[src/rtl/psr_pkg.sv]
// Package: shared code type, code values and byte packing for the port
// status bank. Assumes 3-bit result codes and an 8-bit status byte.
package psr_pkg;
    localparam int CODE_W = 3;
    localparam int BYTE_W = 8;

    typedef logic [CODE_W-1:0] code_t;

    localparam code_t DET_SIG_OK = 3'b100;
    localparam code_t CLS_NONE   = 3'b000;
    localparam code_t CLS_UNDEF  = 3'b101;
    localparam code_t CLS_ZERO   = 3'b110;
    localparam code_t CLS_ILIM   = 3'b111;

    // Place class in [6:4], detection in [2:0]; bits 3 and 7 stay zero.
    function automatic logic [BYTE_W-1:0] pack_status(code_t det, code_t cls);
        return {1'b0, cls, 1'b0, det};
    endfunction
endpackage

[src/rtl/psr_slot.sv]
// Module: one port's result storage. Holds the detection and class codes,
// each loaded by its own strobe. Assumes strobes are single-cycle and
// synchronous to clk.
module psr_slot
    import psr_pkg::*;
(
    input  logic  clk,
    input  logic  rst_n,
    input  logic  det_we,
    input  code_t det_in,
    input  logic  cls_we,
    input  code_t cls_in,
    output code_t det_q,
    output code_t cls_q
);

    // Capture the detection result at the end of its phase.
    always_ff @(posedge clk) begin
        if (!rst_n)      det_q <= '0;
        else if (det_we) det_q <= det_in;
    end

    // Capture the classification result at the end of its phase.
    always_ff @(posedge clk) begin
        if (!rst_n)      cls_q <= '0;
        else if (cls_we) cls_q <= cls_in;
    end

    a_r2_det_load: assert property (@(posedge clk) disable iff (!rst_n)
        det_we |=> det_q == $past(det_in));
    a_r2_det_hold: assert property (@(posedge clk) disable iff (!rst_n)
        !det_we |=> $stable(det_q));
    a_r3_cls_load: assert property (@(posedge clk) disable iff (!rst_n)
        cls_we |=> cls_q == $past(cls_in));
    a_r3_cls_hold: assert property (@(posedge clk) disable iff (!rst_n)
        !cls_we |=> $stable(cls_q));

endmodule

[src/rtl/psr_decode.sv]
// Module: per-port decode of stored codes into a signature flag, a class
// number and a power-on permit. Purely combinational; assumes the codes
// come from registers so the permit never follows an incoming code.
module psr_decode
    import psr_pkg::*;
(
    input  code_t       det_q,
    input  code_t       cls_q,
    input  logic        prot_en,
    input  logic        req,
    output logic        sig_ok,
    output logic        cls_valid,
    output logic [2:0]  cls_num,
    output logic        permit
);

    logic ilim;

    // Flag a valid signature and a current-limit class.
    always_comb begin
        sig_ok = (det_q == DET_SIG_OK);
        ilim   = (cls_q == CLS_ILIM);
    end

    // Map class codes to class numbers; undefined folds into class 0.
    always_comb begin
        cls_valid = 1'b1;
        cls_num   = 3'd0;
        unique case (cls_q)
            3'b001:              cls_num = 3'd1;
            3'b010:              cls_num = 3'd2;
            3'b011:              cls_num = 3'd3;
            3'b100:              cls_num = 3'd4;
            CLS_UNDEF, CLS_ZERO: cls_num = 3'd0;
            default:             cls_valid = 1'b0;
        endcase
    end

    // Pass the request unless protection blocks a current-limit port.
    always_comb permit = req && !(prot_en && ilim);

    // class number never leaves 0..4 and is 0 whenever not valid.
    always_comb begin
        a_r9_num_range: assert (cls_num <= 3'd4);
        a_r9_invalid_zero: assert (cls_valid || cls_num == 3'd0);
    end

endmodule

[src/rtl/psr_read_mux.sv]
// Module: address decode and read-data select over the status bytes.
// Assumes BASE_ADDR+NPORT-1 fits in AW bits; every other address reads 0.
module psr_read_mux #(
    parameter int          NPORT     = 4,
    parameter int          AW        = 8,
    parameter int unsigned BASE_ADDR = 12
) (
    input  logic [AW-1:0]               addr,
    input  logic [NPORT-1:0][7:0]       bytes_in,
    output logic [7:0]                  data
);

    logic [NPORT-1:0] hit;

    // One exact comparator per slot address.
    for (genvar i = 0; i < NPORT; i++) begin : g_hit
        assign hit[i] = (addr == AW'(BASE_ADDR + i));
    end

    // OR together the bytes of the selected slot.
    always_comb begin
        data = '0;
        for (int i = 0; i < NPORT; i++) begin
            if (hit[i]) data = data | bytes_in[i];
        end
    end

    // at most one slot answers any address.
    always_comb a_r4_one_hit: assert ($onehot0(hit));

endmodule

[src/rtl/psr_port_status.sv]
// Module: top of the port status bank. Per port it stores the detection
// and class codes, reads them back as one byte at consecutive addresses,
// decodes them and gates power-on requests. Assumes a synchronous
// active-low reset and single-cycle capture strobes.
module psr_port_status
    import psr_pkg::*;
#(
    parameter int          NPORT     = 4,
    parameter int          AW        = 8,
    parameter int unsigned BASE_ADDR = 12
) (
    input  logic                 clk,
    input  logic                 rst_n,
    input  logic [NPORT-1:0]     det_wr,
    input  logic [3*NPORT-1:0]   det_code,
    input  logic [NPORT-1:0]     cls_wr,
    input  logic [3*NPORT-1:0]   cls_code,
    input  logic [AW-1:0]        rd_addr,
    output logic [7:0]           rd_data,
    input  logic                 prot_en,
    input  logic [NPORT-1:0]     pwr_req,
    output logic [NPORT-1:0]     pwr_permit,
    output logic [NPORT-1:0]     sig_ok,
    output logic [NPORT-1:0]     cls_valid,
    output logic [3*NPORT-1:0]   cls_num
);

    code_t                 det_q [NPORT];
    code_t                 cls_q [NPORT];
    logic [NPORT-1:0][7:0] status_byte;

    for (genvar i = 0; i < NPORT; i++) begin : g_port
        psr_slot u_slot (
            .clk    (clk),
            .rst_n  (rst_n),
            .det_we (det_wr[i]),
            .det_in (det_code[CODE_W*i +: CODE_W]),
            .cls_we (cls_wr[i]),
            .cls_in (cls_code[CODE_W*i +: CODE_W]),
            .det_q  (det_q[i]),
            .cls_q  (cls_q[i])
        );

        psr_decode u_dec (
            .det_q     (det_q[i]),
            .cls_q     (cls_q[i]),
            .prot_en   (prot_en),
            .req       (pwr_req[i]),
            .sig_ok    (sig_ok[i]),
            .cls_valid (cls_valid[i]),
            .cls_num   (cls_num[CODE_W*i +: CODE_W]),
            .permit    (pwr_permit[i])
        );

        // Form the readable byte from the two stored fields.
        assign status_byte[i] = pack_status(det_q[i], cls_q[i]);

        a_r6_ilim_block: assert property (@(posedge clk) disable iff (!rst_n)
            (prot_en && cls_q[i] == CLS_ILIM) |-> !pwr_permit[i]);
        a_r5_pass_open: assert property (@(posedge clk) disable iff (!rst_n)
            !prot_en |-> pwr_permit[i] == pwr_req[i]);
        a_r10_both_load: assert property (@(posedge clk) disable iff (!rst_n)
            (det_wr[i] && cls_wr[i]) |=> status_byte[i] ==
            pack_status($past(det_code[CODE_W*i +: CODE_W]),
                        $past(cls_code[CODE_W*i +: CODE_W])));
    end

    psr_read_mux #(
        .NPORT     (NPORT),
        .AW        (AW),
        .BASE_ADDR (BASE_ADDR)
    ) u_rd (
        .addr     (rd_addr),
        .bytes_in (status_byte),
        .data     (rd_data)
    );

    a_r4_rsvd_zero: assert property (@(posedge clk) disable iff (!rst_n)
        rd_data[3] == 1'b0 && rd_data[7] == 1'b0);

endmodule

[config.mk]
export PLATFORM = sky130hd
export DESIGN_NAME = psr_port_status
export DESIGN_NICKNAME = d
export VERILOG_FILES = /design/src/rtl/psr_pkg.sv /design/src/rtl/psr_slot.sv /design/src/rtl/psr_decode.sv /design/src/rtl/psr_read_mux.sv /design/src/rtl/psr_port_status.sv
export SDC_FILE = /design/constraint.sdc
export NUM_CORES = 1
export LEC_CHECK = 0
export ABC_AREA = 1
export BUFFER_PORTS_ARGS = -buffer_cell sky130_fd_sc_hd__buf_2
export CAP_MARGIN = 10
export CORE_MARGIN = 4
export CORE_UTILIZATION = 40
export DETAILED_ROUTE_END_ITERATION = 12
export PLACE_DENSITY = 0.84
export SLEW_MARGIN = 20
export SYNTH_ARGS = -nofsm -noshare
export SYNTH_HDL_FRONTEND = slang
export SYNTH_SLANG_ARGS = --single-unit
[constraint.sdc]
create_clock -name clk -period 0.8 [get_ports clk]
set_clock_uncertainty 0.05 [all_clocks]
set_input_delay 0.04 -clock clk [delete_from_list [all_inputs] [get_ports clk]]
set_output_delay 0.04 -clock clk [all_outputs]
set_load 0.02 [all_outputs]
Yosys cells after proc, flatten, opt, wreduce, memory -nomap -nowiden. Cells that the tools add are included.

Input bits: 47. Register bits after elaboration: 24. Word-level logic and storage cells: 75. Output and inout port bits: 32.

Bitwise operators: 3. Reduce and logical (&&, ||, !) cells: 16. Multiplexer cells: 12. Equality and inequality tests: 36.

Operators with widths (number): $eq 3x3->1 const B (20); $pmux 3 s4 (4); $eq 8x4->1 const B (4); $eq 3x2->1 const B (8); $mux 8 (3); $or 8x7->8 (3); $reduce_or 6->1 (4); $eq 3x1->1 const B (4); $logic_and 1x1->1 (8); $mux 7 (1); $logic_not 1->1 (4); $mux 1 (4).

Depth between registers and ports, before layout. Gate-level depths: netlist (run 1).

Word-level depth: 8. Depth in mapped cells: 8. Mapped depth without buffers: 7.

By module. Synthesis (run 1) repeated with hierarchy kept, for this count alone.

Cells, all modules: 298. Area, all modules: 1675.4 µm².

By module, submodules not included: psr_slot (area each 232.7 µm², seq. area each 120.1 µm², instances 4, cells each 36); psr_read_mux (area each 485.5 µm², seq. area each 0.0 µm², instances 1, cells each 93); psr_decode (area each 63.8 µm², seq. area each 0.0 µm², instances 4, cells each 15); psr_port_status (area each 3.8 µm², seq. area each 0.0 µm², instances 1, cells each 1).

Worst setup path before layout (run 1). No wires, ideal clock.

Path type: register to output. Start point: reg g_port[1].u_slot.cls_q[2]. End point: out pwr_permit[1]. Arrival time: 0.769 ns. Required time: 0.710 ns. Slack: -0.059 ns. Path buffers: 1. Cell stages (with the launch flop): 4. Cells stage by stage: dfxtp_1 -> nand3_1 -> o21a_1 -> buf_4.

Cells in the longest elaborated chain, start to end: 4.

Ends and longest elaborated chain: start: declaration (line psr_slot.sv:14) `output code_t cls_q`; start signal: assignment (line psr_slot.sv:26) `else if (cls_we) cls_q <= cls_in;`; $eq 3x3->1 (line psr_decode.sv:22) `ilim = (cls_q == CLS_ILIM);`; $logic_and 1x1->1 (line psr_decode.sv:40) `always_comb permit = req && !(prot_en && ilim);`; $logic_not 1->1 (line psr_decode.sv:40); $logic_and 1x1->1 (line psr_decode.sv:40); end: declaration (line psr_port_status.sv:22) `output logic [NPORT-1:0] pwr_permit,`.

No other way between the ends.

Worst setup path in the final report (run 1).
Start point: reg g_port[0].u_slot.cls_q[1]. End point: out cls_valid[0].

Cells in the longest elaborated chain, start to end: 3. Elaborated cells on any way between the ends: 8. Those cells by class: eq/ne: 6; mux: 1; reduce/logical: 1.

Ends and longest elaborated chain: start: declaration (line psr_slot.sv:14); start signal: assignment (line psr_slot.sv:26); $eq 3x3->1, or another cell as far along (line psr_decode.sv:29) `unique case (cls_q)`; $reduce_or 6->1 (no line) (*); $mux 1 (*) (line psr_decode.sv:29); end: declaration (line psr_port_status.sv:24) `output logic [NPORT-1:0] cls_valid,`.

Mark *: on every way between the ends. The rest lies on a longest branch, timed or not.

==> reports/metrics.yaml, run 1 <==
global_route:
  grt_max_degree: 25
  grt_first_pass_wirelength_um: 6837
  first_global_vias: 1636
  grt_util_met2_pct: 38.69
  grt_use_total_pct: 18.93
  use_met3_pct: 3.079
  grt-ovfl-total: 0
  busiest_layer: "met2"
  use_met1_pct: 19.90
  antenna_found_initial: 0
logic_synthesis:
  netlist_instances: 232
  synth.area.top_cells: "dfxtp_1 32%, inv_1 10%, nand3_1 9.1%"
  synth_top_area_share_pct: 32.38
  syn_area_per_cell_um2: 6.396
  synth_area_mm2: 0.001484
  synth-warning-count: 0
  yosys.cell_types.count: 19
  ys_ff_latch: 24
  synth_largest_area_cell: "dfxtp_1"
  seq_area_frac_synth_pct: 32.38
clocking:
  htree_levels: 1
  clockRootBuffer: "clkbuf_8"
  cts.sink_count: 24
  clockBufferDepth: 2
  cts_tree: "built"
  clkTransAtPathRegs_ps: 80
  clk_latency_ps: 260
  numCtsBuffers: 3
timing:
  finalCritPeriodShare_pct: 147.0
  rsz0062_at_grt: "true"
  final-setup-viol-count: 34
  fmax_mhz: 850.3
  drv_slew: 0
  layout_setup_ws_ps: -376.1
  period_minus_slack_ps: 1176
  hold_violations: 0
flow_run:
  cap_violations: 0
detailed_routing:
  vias_per_cell: 4.718
  drtIter0Drc: 84
  wl_per_cell_um: 12.79
  drcViolationCount: 0
  antenna_left: 0
  totalWireLength_um: 4769
  num_vias: 1760
  drt_first_pass_iters: 4
worst_setup_path:
  cp-start-kind: "flop"
  cp_slowest_cell: "dfxtp_2"
  critPathBufInv: 3
  worstPathArrival_ps: 1090
  endpoint_kind: "primary output"
  worst-setup-path-type: "flop to primary output"
  r2r_setup_slack_ps: -110
  slowest_delay_ps: 350
  critPathRequiredTime_ps: 710
  critPathTopFamily: "flip-flops"
  crit_chain: "inv_2 > nand2_2 > o21ai_1 > inv_1 > buf_6"
  worstPathMaxFanout: 3
outcome:
  violations: "setup timing"
  status: "finished, violations left"
finish:
  drive_above_1_share_pct: 59.02
  design_area_mm2: 0.002605
  n_antenna_cell: 0
  areaGrowthSynthToFinish_pct: 75.55
  layout.nets: 375
floorplan:
  dieHeight_um: 68.91
  die_x_um: 68.91
  rows: 21
  start_util_pct: 42.78
  coreArea_mm2: 0.003468
  num_io_pins: 79
  die_area_mm2: 0.004749
place:
  dpl.hpwl_um: 2934
  numPortBuffers: 76
  gp_congestion: 0.6862
  place_area_mm2: 0.001906
power_and_ir_drop:
  power_mw: 3.214
  p_leak_nw: 1.232
  vdd_drop_max_v: 0.0008232
  powerDensity_mw_per_mm2: 1234
min_path:
  hold_path.class: "primary input to flop"
repair_timing:
item / CTS / global route
setup endpoints to repair: 30 / 41
hold buffers: 15 / 1
hold endpoints to repair: 14 / 1
setup buffers: 7 / 4
resized for setup: 81 / 57
pin swaps: 23 / 20
tightest hold or removal path, cell delays in order:
cell	delay (ps)
buf_2	80
o21ai_1	60
a21oi_1	100
cell usage after synthesis, drive strengths merged:
cell,count
o21a,4
conb,1
nand3,28
inv,43
o21ai,28
nor3b,4
buf,18
nand2,29
dfxtp,24
a21oi,12
nor2,41
layer usage:
metal	wire, um	vias to the layer above
li1	-	905
met5	0	-
met1	1725	796
met4	34	0
met2	2713	55
met3	295	4
through the flow:
step / std cells / hold slack, ps / utilization, % / setup WS (ps) / TNS [ps]
CTS: 371 / 0.3049 / 69.26 / -330.3 / -8370
floorplan: 233 / 120.9 / - / -20.10 / -20.10
detailed placement: 345 / 215.8 / 54.94 / -223.2 / -1749
global placement: 345 / 214.5 / 54.94 / -213.3 / -1617
global route: 373 / 11.87 / 75.11 / -427.6 / -10590
finish: 373 / 7.057 / 75.11 / -376.1 / -8946
cell families after synthesis:
logic type | share of synthesized area, %
DFF | 32.38
other | 0.2527
AOI/OAI and AO/OA | 15.51
buffers and inverters | 20.15
and+or+nand+nor | 31.70
flip-flops by register name, indices dropped and copies added (netlist names):
| signal | count |
|---|---|
| g_port.u_slot.cls_q | 12 |
| g_port.u_slot.det_q | 12 |
cell type report:
cell class / count / area (um^2)
Multi-Input combinational cell: 148 / 939.7
Fill cell: 257 / 863.3
Timing Repair Buffer: 108 / 848.3
Sequential cell: 24 / 533.0
Inverter: 43 / 171.4
Tap cell: 46 / 57.56
Clock buffer: 4 / 55.05
final timing paths:
check / to / from / cells past startpoint
worst max-delay path: cls_valid[0] / g_port[0].u_slot.cls_q[1]$_SDFFE_PN0P_ / 5
worst min-delay path: g_port[2].u_slot.cls_q[0]$_SDFFE_PN0P_ / cls_code[6] / 3
worst max register to register: g_port[3].u_slot.cls_q[1]$_SDFFE_PN0P_ / g_port[3].u_slot.cls_q[1]$_SDFFE_PN0P_ / 4
worst min register to register: g_port[3].u_slot.det_q[2]$_SDFFE_PN0P_ / g_port[3].u_slot.det_q[2]$_SDFFE_PN0P_ / 2
placed cells by master, fill, tap and decap left out, drive strengths merged:
cell type and instances:
o21a 4, nor3b 4, o21ai 28, buf 92
a21oi 12, conb 2, nand2 29, dlygate4sd3 16
nor2 41, dfxtp 24, nand3 28, clkbuf 4
inv 43
power by group:
part           internal, mW  leakage [nW]  switching, mW
Combinational         0.499         0.994          0.511
Sequential             1.28         0.209          0.110
Clock                 0.438        0.0288          0.372
Total                  2.22          1.23          0.992
No activity file was read; power rests on OpenSTA's default activity.
==> run 2, diff against run 1 <==
==> constraint.sdc (replaced) <==
create_clock -name clk -period 0.8 [get_ports clk]
set_clock_uncertainty 0.05 [all_clocks]
set_input_delay 0.04 -clock clk [delete_from_list [all_inputs] [get_ports clk]]
set_output_delay 0.04 -clock clk [all_outputs]
set_load 0.1 [all_outputs]
==> run 2 against run 1 <==
Compared with the run above: the flow now stops in global routing; synthesized cell count unchanged; synthesized area unchanged.
==> reports/metrics.yaml, run 2 <==
timing:
  crit_endpoint: "pwr_permit[2]"
  worstEpCategory: "primary output"
logic_synthesis:
  synth-warning-count: 0
  synthAdderAreaFrac_pct: 0
  yosysMostFrequentCell: "inv_1"
  synth_flop_cell: "dfxtp_1"
  netlist_instances: 232
  ys_top_cells_by_count: "41 x inv_1, 36 x nor2_1, 27 x nand2_1, 27 x nand3_1, 24 x dfxtp_1"
  synth.area.top_cells: "dfxtp_1 32%, inv_1 10%, nand3_1 9.1%"
  ys_ff_latch: 24
  synth_top_area_share_pct: 32.38
  synth_top_family_by_area: "simple AND/OR/NAND/NOR gates"
  synth_edf_count: 0
  synth_compound_area_share_pct: 15.51
  yosys.cell_types.count: 19
  synth-xor-area-share_pct: 0
  syn_area_per_cell_um2: 6.396
  synthMuxAreaShare_pct: 0
  seq_area_frac_synth_pct: 32.38
  synth_largest_area_cell: "dfxtp_1"
  synth_area_mm2: 0.001484
  async_reset_ff_share_pct: 0
  yosys.area_share.simple_pct: 31.70
clocking:
  clockRootBuffer: "clkbuf_8"
  htree_levels: 1
  clockBufferDepth: 2
  cts.sink_count: 24
  numCtsBuffers: 3
floorplan:
  dieHeight_um: 68.91
  num_io_pins: 79
  rows: 21
  die_x_um: 68.91
  start_util_pct: 42.78
global_route:
  grt-ovfl-total: 22
  grt_max_degree: 25
  grt_use_total_pct: 65.06
outcome:
  status: "did not finish"
  tool.error: "[ERROR GRT-0232] Routing congestion too high. Check the congestion heatmap in the GUI."
  haltStage: "global routing"
place:
  pre_cts_slack_ps: -321.6
  numPortBuffers: 76
  gp_congestion: 0.7871
  dpl.hpwl_um: 3673
## run 2: routing by layer
layer / overflow / global-route usage [%]
met5: 0 / 1.250
met4: 8 / 68.86
met3: 0 / 44.08
met2: 14 / 87.14
met1: 0 / 63.02
## run 2: stage by stage
step,utilization (%),std cells,cell area [um^2]
after CTS,90.91,379,3153
after detailed placement,76.19,350,2643
after global placement,76.19,350,2643
after floorplan,-,233,1827
## run 2: kinds of logic after synthesis
kind of cell,count (synthesis)
other,1
flip-flops,24
buffers and inverters,61
AND/OR/NAND/NOR,102
AO/OA/AOI/OAI,44
## run 2: timing repair
item                                    CTS
pin swaps                                42
endpoints found under the setup margin   34
setup buffers                             6
resized for setup                        68
hold endpoints to repair                 19
hold buffers                             19
==> run 3, diff against run 2 <==
--- a/config.mk
+++ b/config.mk
@@ -9,9 +9,9 @@
 export BUFFER_PORTS_ARGS = -buffer_cell sky130_fd_sc_hd__buf_2
 export CAP_MARGIN = 10
 export CORE_MARGIN = 4
-export CORE_UTILIZATION = 40
+export CORE_UTILIZATION = 25
 export DETAILED_ROUTE_END_ITERATION = 12
-export PLACE_DENSITY = 0.84
+export PLACE_DENSITY_LB_ADDON = 0.15
 export SLEW_MARGIN = 20
 export SYNTH_ARGS = -nofsm -noshare
 export SYNTH_HDL_FRONTEND = slang
==> constraint.sdc (replaced) <==
create_clock -name clk -period 1 [get_ports clk]
set_clock_uncertainty 0.05 [all_clocks]
set_input_delay 0.05 -clock clk [delete_from_list [all_inputs] [get_ports clk]]
set_output_delay 0.05 -clock clk [all_outputs]
set_load 0.1 [all_outputs]
==> run 3 against run 2 <==
Compared with the run above: the flow now finishes, with violations (setup timing).
==> reports/metrics.yaml, run 3 (synthesis results as in run 1) <==
floorplan:
  start_util_pct: 26.30
  num_io_pins: 79
  dieHeight_um: 85.05
  die_x_um: 85.05
  coreArea_mm2: 0.005642
  rows: 27
  die_area_mm2: 0.007233
clocking:
  htree_levels: 1
  numCtsBuffers: 3
  cts_tree: "built"
  cts.sink_count: 24
  clockBufferDepth: 2
  clockRootBuffer: "clkbuf_8"
  clk_latency_ps: 260
  clkTransAtPathRegs_ps: 80
detailed_routing:
  drt_first_pass_iters: 4
  num_vias: 1787
  vias_per_cell: 4.337
  totalWireLength_um: 4479
  antenna_left: 0
  drtIter0Drc: 46
  drcViolationCount: 0
  wl_per_cell_um: 10.87
timing:
  layout_setup_ws_ps: -246.6
  finalSetupTns_ps: -5619
  drv_slew: 0
  rsz0062_at_grt: "true"
  final-setup-viol-count: 30
  fmax_mhz: 802.2
  hold_violations: 0
  period_minus_slack_ps: 1247
  finalCritPeriodShare_pct: 124.7
min_path:
  hold_depth: 3
  hold_path.class: "primary input to flop"
finish:
  layout.nets: 388
  drive_above_1_share_pct: 60.29
  areaGrowthSynthToFinish_pct: 109.1
  most-common-layout-cells: "46 x buf_2, 30 x buf_12, 24 x nor2_1"
  n_antenna_cell: 0
  design_area_mm2: 0.003103
  fin_util_pct: 55.00
  top_regs: "g_port.u_slot.cls_q: 12 flops, g_port.u_slot.det_q: 12 flops"
  final_common_cell: "buf_2"
  stdcell_count: 412
  final.fill_count: 526
power_and_ir_drop:
  power_mw: 3.309
  p_int_mw: 2.003
  p_sw_mw: 1.306
  combPwrFrac_pct: 46.7
  p_leak_nw: 1.410
  switching_share_pct: 39.47
  power_frac_clock_pct: 19.7
  vdd_drop_max_v: 0.0005338
  powerDensity_mw_per_mm2: 1066
  pwr-share-seq_pct: 33.6
place:
  place_area_mm2: 0.002581
  dp_cells: 386
  numPortBuffers: 76
  dpl.hpwl_um: 3370
  gp_congestion: 0.6876
worst_setup_path:
  worstPathArrival_ps: 1150
  endpoint_kind: "primary output"
  worstPathMaxFanout: 3
  r2r_cells: 5
  critPathRequiredTime_ps: 900
  cp-start-kind: "flop"
  worst-setup-path-type: "flop to primary output"
global_route:
  grt-ovfl-total: 0
  grt_first_pass_wirelength_um: 7493
  antenna_found_initial: 0
  grt_use_total_pct: 12.46
  grt_max_degree: 25
  first_global_vias: 1726
outcome:
  violations: "setup timing"
  status: "finished, violations left"
flow_run:
  cap_violations: 0
[run 3: worst max-delay path: stages, from the launching register on]
cell and delay, ps:
dfxtp_2 370, nand3_1 120, o21a_1 210, buf_8 180
[run 3: stage by stage]
stage	worst slack, ps	hold WS [ps]
2_1_floorplan	-274.5	134.3
3_3_place_gp	-108.7	223.0
3_5_place_dp	-114.3	230.1
4_1_cts	-247.6	0.8209
5_1_grt	-309.3	4.207
6_report	-246.6	4.752
[run 3: what timing repair did]
| item | in CTS | in global routing |
|---|---|---|
| buffers inserted | 2 | 4 |
| resized for setup | 69 | 31 |
| setup endpoints to repair | 30 | 30 |
| pin swaps | 25 | 13 |
| hold endpoints to repair | 16 | 0 |
| gates cloned | 0 | 0 |
| hold buffers | 16 | 0 |
[run 3: cell type report]
cell class | instances | area [um^2] | share of cell area [%]
Clock buffer | 4 | 55.05 | 1.774
Inverter | 43 | 171.4 | 5.524
Multi-Input combinational cell | 148 | 963.4 | 31.05
Sequential cell | 24 | 535.5 | 17.26
Tap cell | 72 | 90.09 | 2.903
Timing Repair Buffer | 121 | 1287 | 41.49
[run 3: final timing paths]
check	slack, ps	endpoint	start
min	5	g_port[0].u_slot.cls_q[1]$_SDFFE_PN0P_	cls_code[1]
min reg2reg	470	g_port[1].u_slot.det_q[2]$_SDFFE_PN0P_	g_port[1].u_slot.det_q[2]$_SDFFE_PN0P_
max reg2reg	50	g_port[2].u_slot.cls_q[0]$_SDFFE_PN0P_	g_port[2].u_slot.cls_q[0]$_SDFFE_PN0P_
max	-250	pwr_permit[3]	g_port[3].u_slot.cls_q[1]$_SDFFE_PN0P_
[run 3: power by group through the flow]
stage	logic (mW)	clock network, mW	registers, mW
3_3_place_gp	1.39	0	1.11
4_1_cts	1.50	0.692	1.11
2_1_floorplan	0.896	0	1.10
3_5_place_dp	1.39	0	1.11
5_1_grt	1.62	0.720	1.13
6_report	1.55	0.651	1.11
[run 3: per-layer routing]
layer	up-vias	part of all wire (%)	global-route usage (%)
li1	940	-	-
met1	788	41	14.70
met2	53	50	22.39
met3	6	7.6	3.786
met4	0	0.98	2.158
met5	-	0	0
